File: config.mk
export PLATFORM = sky130hd
export DESIGN_NAME = wake_reset_timer
export DESIGN_NICKNAME = d
export VERILOG_FILES = /design/src/rtl/wrt_pkg.sv /design/src/rtl/wrt_divider.sv /design/src/rtl/wrt_stretch.sv /design/src/rtl/wake_reset_timer.sv
export SDC_FILE = /design/constraint.sdc
export NUM_CORES = 1
export LEC_CHECK = 0
export BUFFER_PORTS_ARGS = -buffer_cell sky130_fd_sc_hd__buf_2
export CELL_PAD_IN_SITES_DETAIL_PLACEMENT = 1
export CELL_PAD_IN_SITES_GLOBAL_PLACEMENT = 1
export CORE_ASPECT_RATIO = 0.9
export CORE_MARGIN = 2
export CORE_UTILIZATION = 48
export DETAILED_ROUTE_END_ITERATION = 16
export GPL_TIMING_DRIVEN = 1
export PLACE_DENSITY_LB_ADDON = 0.1
export SKIP_CTS_REPAIR_TIMING = 1
export SYNTH_ARGS = -nofsm -noshare
export SYNTH_HDL_FRONTEND = slang
export SYNTH_SLANG_ARGS = --single-unit
File: constraint.sdc
create_clock -name clk -period 3.2 [get_ports clk]
set_input_delay 0.48 -clock clk [delete_from_list [all_inputs] [get_ports clk]]
set_output_delay 0.48 -clock clk [all_outputs]
set_load 0.01 [all_outputs]
File: src/rtl/wrt_pkg.sv
// Package: shared constants for the wake/reset divider.
// Assumes channel order is fixed: short tap first, full tap second.
package wrt_pkg;
    localparam int CH_WAKE  = 0;   // tap after the low stages
    localparam int CH_RESET = 1;   // tap at the full chain length
    localparam int NUM_CH   = 2;
    localparam int PULSE_CYCLES = 2;
endpackage

File: src/rtl/wrt_divider.sv
// Module: free-running binary divider with two wrap taps.
// tick[CH_WAKE] is high in the cycle before the low WAKE_BITS wrap,
// tick[CH_RESET] in the cycle before the whole chain wraps.
// Assumes 2 <= WAKE_BITS < CHAIN_BITS.
module wrt_divider #(
    parameter int WAKE_BITS  = 14,
    parameter int CHAIN_BITS = 24
) (
    input  logic                       clk,
    input  logic                       rst_n,
    output logic [wrt_pkg::NUM_CH-1:0] tick
);
    localparam logic [CHAIN_BITS-1:0] STEP = {{(CHAIN_BITS-1){1'b0}}, 1'b1};

    logic [CHAIN_BITS-1:0] stage_q;

    // Purpose: advance the chain every clock, clear on reset.
    always_ff @(posedge clk) begin
        if (!rst_n) stage_q <= '0;
        else        stage_q <= stage_q + STEP;
    end

    // Purpose: decode the two wrap points from the chain value.
    always_comb begin
        tick[wrt_pkg::CH_WAKE]  = &stage_q[WAKE_BITS-1:0];
        tick[wrt_pkg::CH_RESET] = &stage_q;
    end

    // chain advances by one per clock in every mode
    p_chain_step_r1: assert property (@(posedge clk) disable iff (!rst_n)
        rst_n |=> (stage_q == $past(stage_q) + STEP));
endmodule

File: src/rtl/wrt_stretch.sv
// Module: turns a one-cycle tick into an active flag lasting PULSE_CYCLES.
// Assumes ticks are at least PULSE_CYCLES+1 cycles apart.
module wrt_stretch (
    input  logic clk,
    input  logic rst_n,
    input  logic tick,
    output logic active
);
    logic [1:0] remain_q;

    // Purpose: load the width on a tick, count it down otherwise.
    always_ff @(posedge clk) begin
        if (!rst_n)               remain_q <= '0;
        else if (tick)            remain_q <= 2'(wrt_pkg::PULSE_CYCLES);
        else if (remain_q != '0)  remain_q <= remain_q - 2'd1;
    end

    // Purpose: the pulse is active while width remains.
    assign active = (remain_q != '0);

    // a pulse that starts stays for a second cycle
    p_width_hold_r3: assert property (@(posedge clk) disable iff (!rst_n)
        $rose(active) |=> active);
    // after two active cycles the pulse ends
    p_width_end_r3: assert property (@(posedge clk) disable iff (!rst_n)
        (active && $past(active)) |=> !active);
endmodule

File: src/rtl/wake_reset_timer.sv
// Module: top of the wake/reset timer. One divider chain, one stretcher
// per tap, output selection by mode. Assumes clk is the slow oscillator.
module wake_reset_timer #(
    parameter int WAKE_BITS  = 14,
    parameter int CHAIN_BITS = 24
) (
    input  logic clk,
    input  logic rst_n,
    input  logic standby,
    input  logic cmp_in,
    output logic out_n,
    output logic rst_n_out
);
    import wrt_pkg::*;

    logic [NUM_CH-1:0] tick;
    logic [NUM_CH-1:0] pulse_on;

    wrt_divider #(.WAKE_BITS(WAKE_BITS), .CHAIN_BITS(CHAIN_BITS)) u_div (
        .clk  (clk),
        .rst_n(rst_n),
        .tick (tick)
    );

    // One stretcher per divider tap.
    for (genvar ch = 0; ch < NUM_CH; ch++) begin : g_ch
        wrt_stretch u_str (
            .clk   (clk),
            .rst_n (rst_n),
            .tick  (tick[ch]),
            .active(pulse_on[ch])
        );
    end

    // Purpose: choose the out_n level from the pulses, the mode and the comparator.
    always_comb begin
        if (|pulse_on)    out_n = 1'b0;
        else if (standby) out_n = 1'b1;
        else              out_n = cmp_in;
        rst_n_out = ~pulse_on[CH_RESET];
    end

    // a reset pulse is always visible on out_n too
    p_rst_on_out_r6: assert property (@(posedge clk) disable iff (!rst_n)
        !rst_n_out |-> !out_n);
endmodule

==> flow_summary.yaml, run 1 <==
logic_synthesis:
  netlist_top_cells_area: "dfxtp_1, xor2_1, nor2_1"
  muxShareOfSynthArea: 0.008065
  synth_area_mm2: 0.001241
  synth_compound_area_frac: 0.08266
  synth_fa_ha_area_frac: 0.01008
  synth_top_family_by_area: "simple AND/OR/NAND/NOR gates"
  synth_xor_area_frac: 0.08468
  synth-simple-area-share: 0.3185
  synth_top_area_frac: 0.4516
  avgSynthCellArea_um2: 8.994
  yosysSeqAreaShare: 0.4516
  synth-seq-cells: 28
  syn_nets: 143
  syn_inst: 138
  yosys.area.top_type: "dfxtp_1"
  synthDistinctLibCells: 30
  yosys_warnings: 0
cells_and_area:
  finalNonFillerCells: 169
  num_antenna_cells: 0
  syn2layout_area_growth_pct: 4.234
  mostFrequentLayoutCell: "dfxtp_1"
  mostFrequentLayoutCells: "dfxtp_1, nor2_1, a21oi_1"
  drive_gt1_frac: 0.09220
  nets: 147
floorplan:
  die_width_um: 57.60
  rows: 17
  die_h_um: 52.24
  io_pins: 6
  initial_core_util: 0.5074
  die_area_mm2: 0.003009
  coreArea_mm2: 0.002446
power_and_ir_drop:
  p_seq_frac: 0.654
  p_total_mw: 0.5421
  power.density_mw_per_mm2: 419.0
  p_leak_nw: 0.4577
  internal_power_mw: 0.4269
  clock_power_share: 0.319
  pwr-share-comb: 0.026
  p_sw_mw: 0.1152
  irDropWorstVdd_uv: 347.0
  swShare: 0.2125
clocking:
  cts_inserted_buffers: 3
  cts_max_level: 1
  clkSlewWorstSetupHoldPaths_ns: 0.15
  tritoncts: "yes"
  clock_latency_ns: 0.33
  cts-root-buf: "clkbuf_4"
  clockBufferDepth: 2
  clock-sinks: 28
timing:
  setup_viol: 0
  tns_ns: 0
  tightest_slew_ns: 0.7528
  hold_viol_final: 0
  fin_ws_ns: 1.405
  slew_headroom: 0.4976
  final.min_clock_period_ns: 1.795
  max_clock_freq_ghz: 0.5570
  skew_ns: 0.004901
  rsz0062_at_grt: "false"
  final_max_slew_viol_count: 0
  timing.hold.ws_ns: 0.4239
  fin_crit_sh: 0.5610
detailed_routing:
  wl_per_cell_um: 15.78
  routed_wirelength_um: 2666
  dr_total_vias: 997
  drc_errors: 0
  drt.antenna.violating_nets: 0
  dr.pass1.iters: 4
  viasPerCell: 5.899
  drt_iter0_markers: 18
outcome:
  status: "finished clean"
global_routing:
  grt_start_max_net_pins: 25
  grt_use_total: 0.2108
  grt_overflow: 0
  use_met3: 0.05432
  antenna_found_initial: 0
  gr-usage-met2: 0.3523
  gr-max-usage-layer: "met2"
  grt_first_pass_wirelength_um: 4719
  grt_pass1_vias: 996
  use_met1: 0.2562
place:
  dpl.hpwl_um: 1889
  portBuffers: 5
  dpl_worst_slack_ns: 1.464
  placed_cells: 165
  routabilityCongestion: 0.7550
worst_setup_path:
  arrival_ns: 2.05
  crit_type: "register to register"
  cp-start-kind: "register"
  cp_max_fo: 7
  worstPathRequired_ns: 3.46
  end_kind: "register"
flow_run:
  cap_viol_max_count: 0
hold_path:
  hp-class: "input port to register"
layout make-up:
class	instances	area [um^2]
fill	311	1152
multi-input combinational	101	625.6
sequential	28	560.5
clock buffer	4	36.28
tap	28	35.03
timing repair buffer	5	25.02
inverter	3	11.26
state kept, by name, indices dropped and copies added, names as in the netlist:
signal               cells
u_div.stage_q           24
g_ch.u_str.remain_q      4
Yosys cell counts:
| cell | number |
|---|---|
| nand4_4 | 1 |
| mux2i_1 | 1 |
| nand4b_1 | 3 |
| nand2_1 | 9 |
| a21oi_1 | 11 |
| dfxtp_1 | 28 |
| o21ai_0 | 8 |
| nor3_1 | 2 |
| or3_1 | 6 |
| and3_1 | 3 |
| nor2_1 | 16 |
| buf_4 | 1 |
| nand3_1 | 10 |
| nor4b_1 | 1 |
| clkbuf_1 | 1 |
| nand2b_1 | 1 |
| o31ai_1 | 1 |
| ha_1 | 1 |
| xnor2_1 | 5 |
| xor2_1 | 7 |
| nand4_1 | 4 |
| nand4_2 | 1 |
| and4_2 | 1 |
| buf_6 | 2 |
| buf_2 | 2 |
| inv_1 | 3 |
| and4_1 | 4 |
| and4b_1 | 2 |
| and2_1 | 2 |
| and3_2 | 1 |
layer usage:
layer / vias up / part of all wire
met5: - / 0
met4: 0 / 0.025
met3: 6 / 0.036
met2: 21 / 0.48
met1: 475 / 0.46
li1: 495 / -
per-stage QoR:
stage,utilization,area [um^2]
floorplan,-,1241
global placement,0.5141,1257
detailed placement,0.5141,1257
CTS,0.5289,1294
global route,0.5289,1294
finish,0.5289,1294
power groups by stage:
stage | combinational [mW] | clock, mW | sequential [mW]
finish | 0.0141 | 0.173 | 0.355
global route | 0.0163 | 0.192 | 0.356
CTS | 0.0146 | 0.180 | 0.355
global placement | 0.0143 | 0 | 0.362
detailed placement | 0.0144 | 0 | 0.363
floorplan | 0.00988 | 0 | 0.362
path summary, 6_finish.rpt:
check                               from                           end  slack, ns  depth (start not counted)
max          u_div.stage_q[7]$_SDFF_PN0_  u_div.stage_q[19]$_SDFF_PN0_       1.40                          4
min                                rst_n   u_div.stage_q[1]$_SDFF_PN0_       0.42                          2
max reg2reg  u_div.stage_q[7]$_SDFF_PN0_  u_div.stage_q[19]$_SDFF_PN0_       1.40                          4
min reg2reg  u_div.stage_q[0]$_SDFF_PN0_   u_div.stage_q[0]$_SDFF_PN0_       0.48                          1
critical path, cell delays in order (launching register included):
cell     delay [ns]
dfxtp_1        0.47
and4_1         0.43
nand4_2        0.25
or3_1          0.40
a21oi_1        0.17
cells by family after synthesis:
logic type      count (synthesis)
simple gates                   67
flops                          28
fa+ha+maj                       1
xor+xnor                       12
buf+inv                         9
compound gates                 20
mux                             1
Note: power is estimated with default switching activity, not from simulation.
==> run 2, diff against run 1 <==
--- a/config.mk
+++ b/config.mk
@@ -5,12 +5,13 @@
 export SDC_FILE = /design/constraint.sdc
 export NUM_CORES = 1
 export LEC_CHECK = 0
+export ABC_AREA = 1
 export BUFFER_PORTS_ARGS = -buffer_cell sky130_fd_sc_hd__buf_2
 export CELL_PAD_IN_SITES_DETAIL_PLACEMENT = 1
 export CELL_PAD_IN_SITES_GLOBAL_PLACEMENT = 1
 export CORE_ASPECT_RATIO = 0.9
 export CORE_MARGIN = 2
-export CORE_UTILIZATION = 48
+export CORE_UTILIZATION = 39
 export DETAILED_ROUTE_END_ITERATION = 16
 export GPL_TIMING_DRIVEN = 1
 export PLACE_DENSITY_LB_ADDON = 0.1
==> constraint.sdc (replaced) <==
create_clock -name clk -period 1.55 [get_ports clk]
set_input_delay 0.2325 -clock clk [delete_from_list [all_inputs] [get_ports clk]]
set_output_delay 0.2325 -clock clk [all_outputs]
set_load 0.01 [all_outputs]
==> run 2 against run 1 <==
Effect of this change: cell count rose by 56%; non-clock buffer count rose by 1; register-to-register slack got worse by 1.2 ns; highest routed layer unchanged; first-iteration DRC count rose by 89%; maximum frequency rose by 31%; sequential power rose by 110%; largest cell class unchanged; wire length rose by 27%; design area rose by 23%; synthesized area rose by 17%; global-route usage fell by 2.8 points.
==> flow_summary.yaml, run 2 <==
outcome:
  status: "finished clean"
cells_and_area:
  seq_area_um2: 561.8
  mostFrequentLayoutCell: "nand2_1"
  top_regs: "u_div.stage_q: 24 flops, g_ch.u_str.remain_q: 4 flops"
  nets: 224
  n_fill_cell: 481
  multi_input_area_um2: 768.2
  largest_reg_flops: 24
  finalCoreUtilization: 0.4351
  drive_gt1_frac: 0.1606
  num_antenna_cells: 0
  syn2layout_area_growth_pct: 9.482
  mostFrequentLayoutCells: "nand2_1, nor2_1, inv_1"
  top_register: "u_div.stage_q"
global_routing:
  grt_first_pass_wirelength_um: 5713
  grt_overflow: 0
  grt_pass1_vias: 1245
  grt_use_total: 0.1828
  antenna_found_initial: 0
  grt_start_max_net_pins: 18
worst_setup_path:
  crit_chain: "ha_2 -> nand3_1 -> nor2_4 -> nand3_1 -> nor2_2 -> nand2_1 -> nand2_1 -> nor2_1"
  cp_slowest_cell: "dfxtp_1"
  cp_max_fo: 3
  arrival_ns: 1.54
  worstPathRequired_ns: 1.73
  cp-start-kind: "register"
  critPathMaxStageDelay_ns: 0.37
  end_kind: "register"
  crit_type: "register to register"
place:
  portBuffers: 5
  routabilityCongestion: 0.7585
  dpl.hpwl_um: 2675
logic_synthesis:
  synth_area_mm2: 0.001451
  yosysSeqAreaShare: 0.3862
  synth-seq-cells: 28
  syn_nets: 216
  yosys.area.top_type: "dfxtp_1"
  syn_inst: 211
  synthDistinctLibCells: 27
  avgSynthCellArea_um2: 6.879
  netlist_top_cells_area: "dfxtp_1, nand2_1, nor2_1"
  async_reset_ff_frac: 0
  yosys_warnings: 0
  ys.flop_type: "dfxtp_1"
  synth_enable_flop_cells: 0
  synth_common_cells: "nand2_1, nor2_1, dfxtp_1, inv_1"
  synth_top_area_frac: 0.3862
  synthMostInstantiatedCell: "nand2_1"
floorplan:
  coreArea_mm2: 0.003652
  die_area_mm2: 0.004226
  die_h_um: 61.88
  initial_core_util: 0.3974
  die_width_um: 68.31
  io_pins: 6
  rows: 21
power_and_ir_drop:
  power.density_mw_per_mm2: 778.2
  p_leak_nw: 0.6116
  irDropWorstVdd_uv: 560.7
clocking:
  clkSlewWorstSetupHoldPaths_ns: 0.10
  cts_max_level: 1
  tritoncts: "yes"
  clock_latency_ns: 0.28
  clockBufferDepth: 2
  cts_inserted_buffers: 3
  clock-sinks: 28
  cts-root-buf: "clkbuf_8"
hold_path:
  hp-class: "input port to register"
detailed_routing:
  viasPerCell: 4.902
  drc_errors: 0
  drt_iter0_markers: 34
  wl_per_cell_um: 12.78
  routed_wirelength_um: 3375
  dr_total_vias: 1294
  dr.pass1.iters: 4
  drt.antenna.violating_nets: 0
timing:
  skew_ns: 0.006310
  final.min_clock_period_ns: 1.366
  setup_viol: 0
  hold_viol_final: 0
  tightest_slew_ns: 0.5120
  final_max_slew_viol_count: 0
  slew_headroom: 0.6583
  max_clock_freq_ghz: 0.7321
  tns_ns: 0
  fin_crit_sh: 0.8812
  rsz0062_at_grt: "false"
flow_run:
  cap_viol_max_count: 0
-- run 2: cell types whose count changed after synthesis, moves of 6 or more --
cell / delta
or3_1: -6
inv_1: +25
nor2_2: +6
nor2_1: +18
nor2_4: +6
nand2_1: +44
-- run 2: logic make-up after synthesis --
group,after synthesis,share of synthesized area
buffers and inverters,33,0.08792
AND/OR/NAND/NOR,123,0.4078
XOR/XNOR,4,0.02414
adder cells (fa/ha/maj),1,0.008619
flip-flops,28,0.3862
AO/OA/AOI/OAI,22,0.08535
-- run 2: stage by stage --
| stage | cell area (um^2) | instances | worst slack, ns | hold slack (ns) | power, mW |
|---|---|---|---|---|---|
| 6_report | 1589 | 264 | 0.1842 | 0.3973 | 1.237 |
| 5_1_grt | 1589 | 264 | 0.01384 | 0.4010 | 1.305 |
| 4_1_cts | 1583 | 264 | 0.09970 | 0.3963 | 1.266 |
| 3_5_place_dp | 1528 | 260 | 0.1161 | 0.4623 | 0.7939 |
| 3_3_place_gp | 1528 | 260 | 0.2135 | 0.4447 | 0.7919 |
| 2_1_floorplan | 1451 | 211 | 0.2731 | 0.4325 | 0.7785 |
-- run 2: power by group --
part	switching, mW	internal [mW]
sequential	0.00685	0.726
clock	0.231	0.228
combinational	0.0290	0.0162
total	0.267	0.970
-- run 2: path summary, 6_finish.rpt --
kind	startpoint	to	slack, ns	cells after the start
hold reg to reg	u_div.stage_q[0]$_SDFF_PN0_	u_div.stage_q[0]$_SDFF_PN0_	0.45	1
setup / recovery	u_div.stage_q[1]$_SDFF_PN0_	u_div.stage_q[20]$_SDFF_PN0_	0.18	8
hold / removal	rst_n	u_div.stage_q[17]$_SDFF_PN0_	0.40	4
setup reg to reg	u_div.stage_q[1]$_SDFF_PN0_	u_div.stage_q[20]$_SDFF_PN0_	0.18	8
-- run 2: worst max-delay path, delay by kind of cell, from the launching register on --
| kind | cells | cell delay [ns] |
|---|---|---|
| fa+ha+maj | 1 | 0.21 |
| flops | 1 | 0.37 |
| simple gates | 7 | 0.69 |
-- run 2: layout make-up --
cell class | count | area share
flip-flops and latches | 28 | 0.3535
clock buffers | 4 | 0.03465
well taps | 46 | 0.03622
inverters | 30 | 0.07165
repair buffers | 6 | 0.02047
multi-input cells | 150 | 0.4835
-- run 2: per-layer routing --
metal  global-route usage  part of all wire  vias to the layer above  routed length (um)
met4              0.04286             0.010                        0                  34
met2               0.3065              0.46                        9                1567
met5                    0                 0                        -                   0
met1               0.2400              0.50                      613                1702
li1                     -                 -                      667                   -
met3              0.04324             0.021                        5                  72
==> run 3, diff against run 2 <==
--- a/config.mk
+++ b/config.mk
@@ -7,7 +7,7 @@
 export LEC_CHECK = 0
 export ABC_AREA = 1
 export BUFFER_PORTS_ARGS = -buffer_cell sky130_fd_sc_hd__buf_2
-export CELL_PAD_IN_SITES_DETAIL_PLACEMENT = 1
+export CELL_PAD_IN_SITES_DETAIL_PLACEMENT = 0
 export CELL_PAD_IN_SITES_GLOBAL_PLACEMENT = 1
 export CORE_ASPECT_RATIO = 0.9
 export CORE_MARGIN = 2
==> run 3 against run 2 <==
Effect of this change: die area stayed put; register-to-register slack worse by 0.04 ns; global-route usage is 2.3 points lower; critical path type unchanged; critical endpoint unchanged; largest cell class unchanged.
==> flow_summary.yaml, run 3 (same netlist as run 2, synthesis figures left out) <==
detailed_routing:
  drt_iter0_markers: 40
  wl_per_cell_um: 11.44
  viasPerCell: 4.697
  routed_wirelength_um: 3019
  drc_errors: 0
  dr.pass1.iters: 4
  drt.antenna.violating_nets: 0
  dr_total_vias: 1240
worst_setup_path:
  worstPathRequired_ns: 1.73
  reg2reg_depth: 8
  arrival_ns: 1.58
  end_kind: "register"
  crit_type: "register to register"
  cp_max_fo: 3
  cp-start-kind: "register"
global_routing:
  grt_use_total: 0.1597
  antenna_found_initial: 0
  grt_overflow: 0
  grt_first_pass_wirelength_um: 5037
  grt_start_max_net_pins: 18
  grt_pass1_vias: 1095
clocking:
  clockBufferDepth: 2
  cts_inserted_buffers: 3
  tritoncts: "yes"
  clock-sinks: 28
  cts-root-buf: "clkbuf_8"
  clkSlewWorstSetupHoldPaths_ns: 0.09
  cts_max_level: 1
  clock_latency_ns: 0.27
power_and_ir_drop:
  p_leak_nw: 0.6139
  irDropWorstVdd_uv: 411.7
  power.density_mw_per_mm2: 778.1
  p_total_mw: 1.233
timing:
  tightest_slew_ns: 0.5049
  fin_ws_ns: 0.1472
  setup_viol: 0
  final.min_clock_period_ns: 1.403
  hold_viol_final: 0
  max_clock_freq_ghz: 0.7129
  fin_crit_sh: 0.9050
  slew_headroom: 0.6630
  final_max_slew_viol_count: 0
  tns_ns: 0
  skew_ns: 0.004306
  rsz0062_at_grt: "false"
floorplan:
  io_pins: 6
  initial_core_util: 0.3974
  die_width_um: 68.31
  coreArea_mm2: 0.003652
  die_area_mm2: 0.004226
  rows: 21
  die_h_um: 61.88
cells_and_area:
  top_register: "u_div.stage_q"
  mostFrequentLayoutCell: "nand2_1"
  top_regs: "u_div.stage_q: 24 flops, g_ch.u_str.remain_q: 4 flops"
  syn2layout_area_growth_pct: 9.138
  mostFrequentLayoutCells: "nand2_1, nor2_1, inv_1"
  num_antenna_cells: 0
  nets: 224
  drive_gt1_frac: 0.1514
  finalCoreUtilization: 0.4337
  largest_reg_flops: 24
place:
  dpl.hpwl_um: 2295
  portBuffers: 5
  dpl_worst_slack_ns: 0.1215
  routabilityCongestion: 0.7585
hold_path:
  holdPathStages: 4
  hp-class: "input port to register"
flow_run:
  cap_viol_max_count: 0
outcome:
  status: "finished clean"
[run 3: cell counts in the layout (fill, tap and decap cells not counted)]
Identical to the previous run, type by type.
[run 3: power breakdown]
part / switching, mW / internal (mW) / leakage (nW)
sequential: 0.00646 / 0.726 / 0.226
combinational: 0.0277 / 0.0154 / 0.359
clock: 0.230 / 0.228 / 0.0288
total: 0.264 / 0.969 / 0.614
[run 3: cell type report]
cell class              count  area, um^2
repair buffers              6       32.53
multi-input cells         150       763.2
clock buffers               4       55.05
inverters                  30       113.9
fillers                   391        2068
flip-flops and latches     28       561.8
well taps                  46       57.56
[run 3: worst paths after layout]
| path | start | to | slack [ns] |
|---|---|---|---|
| min | rst_n | u_div.stage_q[1]$_SDFF_PN0_ | 0.39 |
| min reg2reg | u_div.stage_q[0]$_SDFF_PN0_ | u_div.stage_q[0]$_SDFF_PN0_ | 0.45 |
| max reg2reg | u_div.stage_q[1]$_SDFF_PN0_ | u_div.stage_q[20]$_SDFF_PN0_ | 0.15 |
| max | u_div.stage_q[1]$_SDFF_PN0_ | u_div.stage_q[20]$_SDFF_PN0_ | 0.15 |
[run 3: layer usage]
metal,part of all wire,GRT usage,routed length (um)
met5,0,0,0
met3,0.029,0.03784,88
met2,0.44,0.2524,1328
met4,0.0066,0.03429,20
met1,0.52,0.2236,1581
[run 3: stage by stage]
step	cell area (um^2)	cells	hold WS, ns
CTS	1583	264	0.3857
finish	1584	264	0.3889
global route	1584	264	0.4136
detailed placement	1528	260	0.4443
global placement	1528	260	0.4447
floorplan	1451	211	0.4325
[run 3: critical path, cell delays in order, from the launching register on]
cell and delay, ns:
dfxtp_1 0.37, ha_1 0.20, nand3_1 0.13, nor2_4 0.15
nand3_1 0.12, nor2_1 0.15, nand2_1 0.09, nand2_1 0.06
nor2_1 0.04
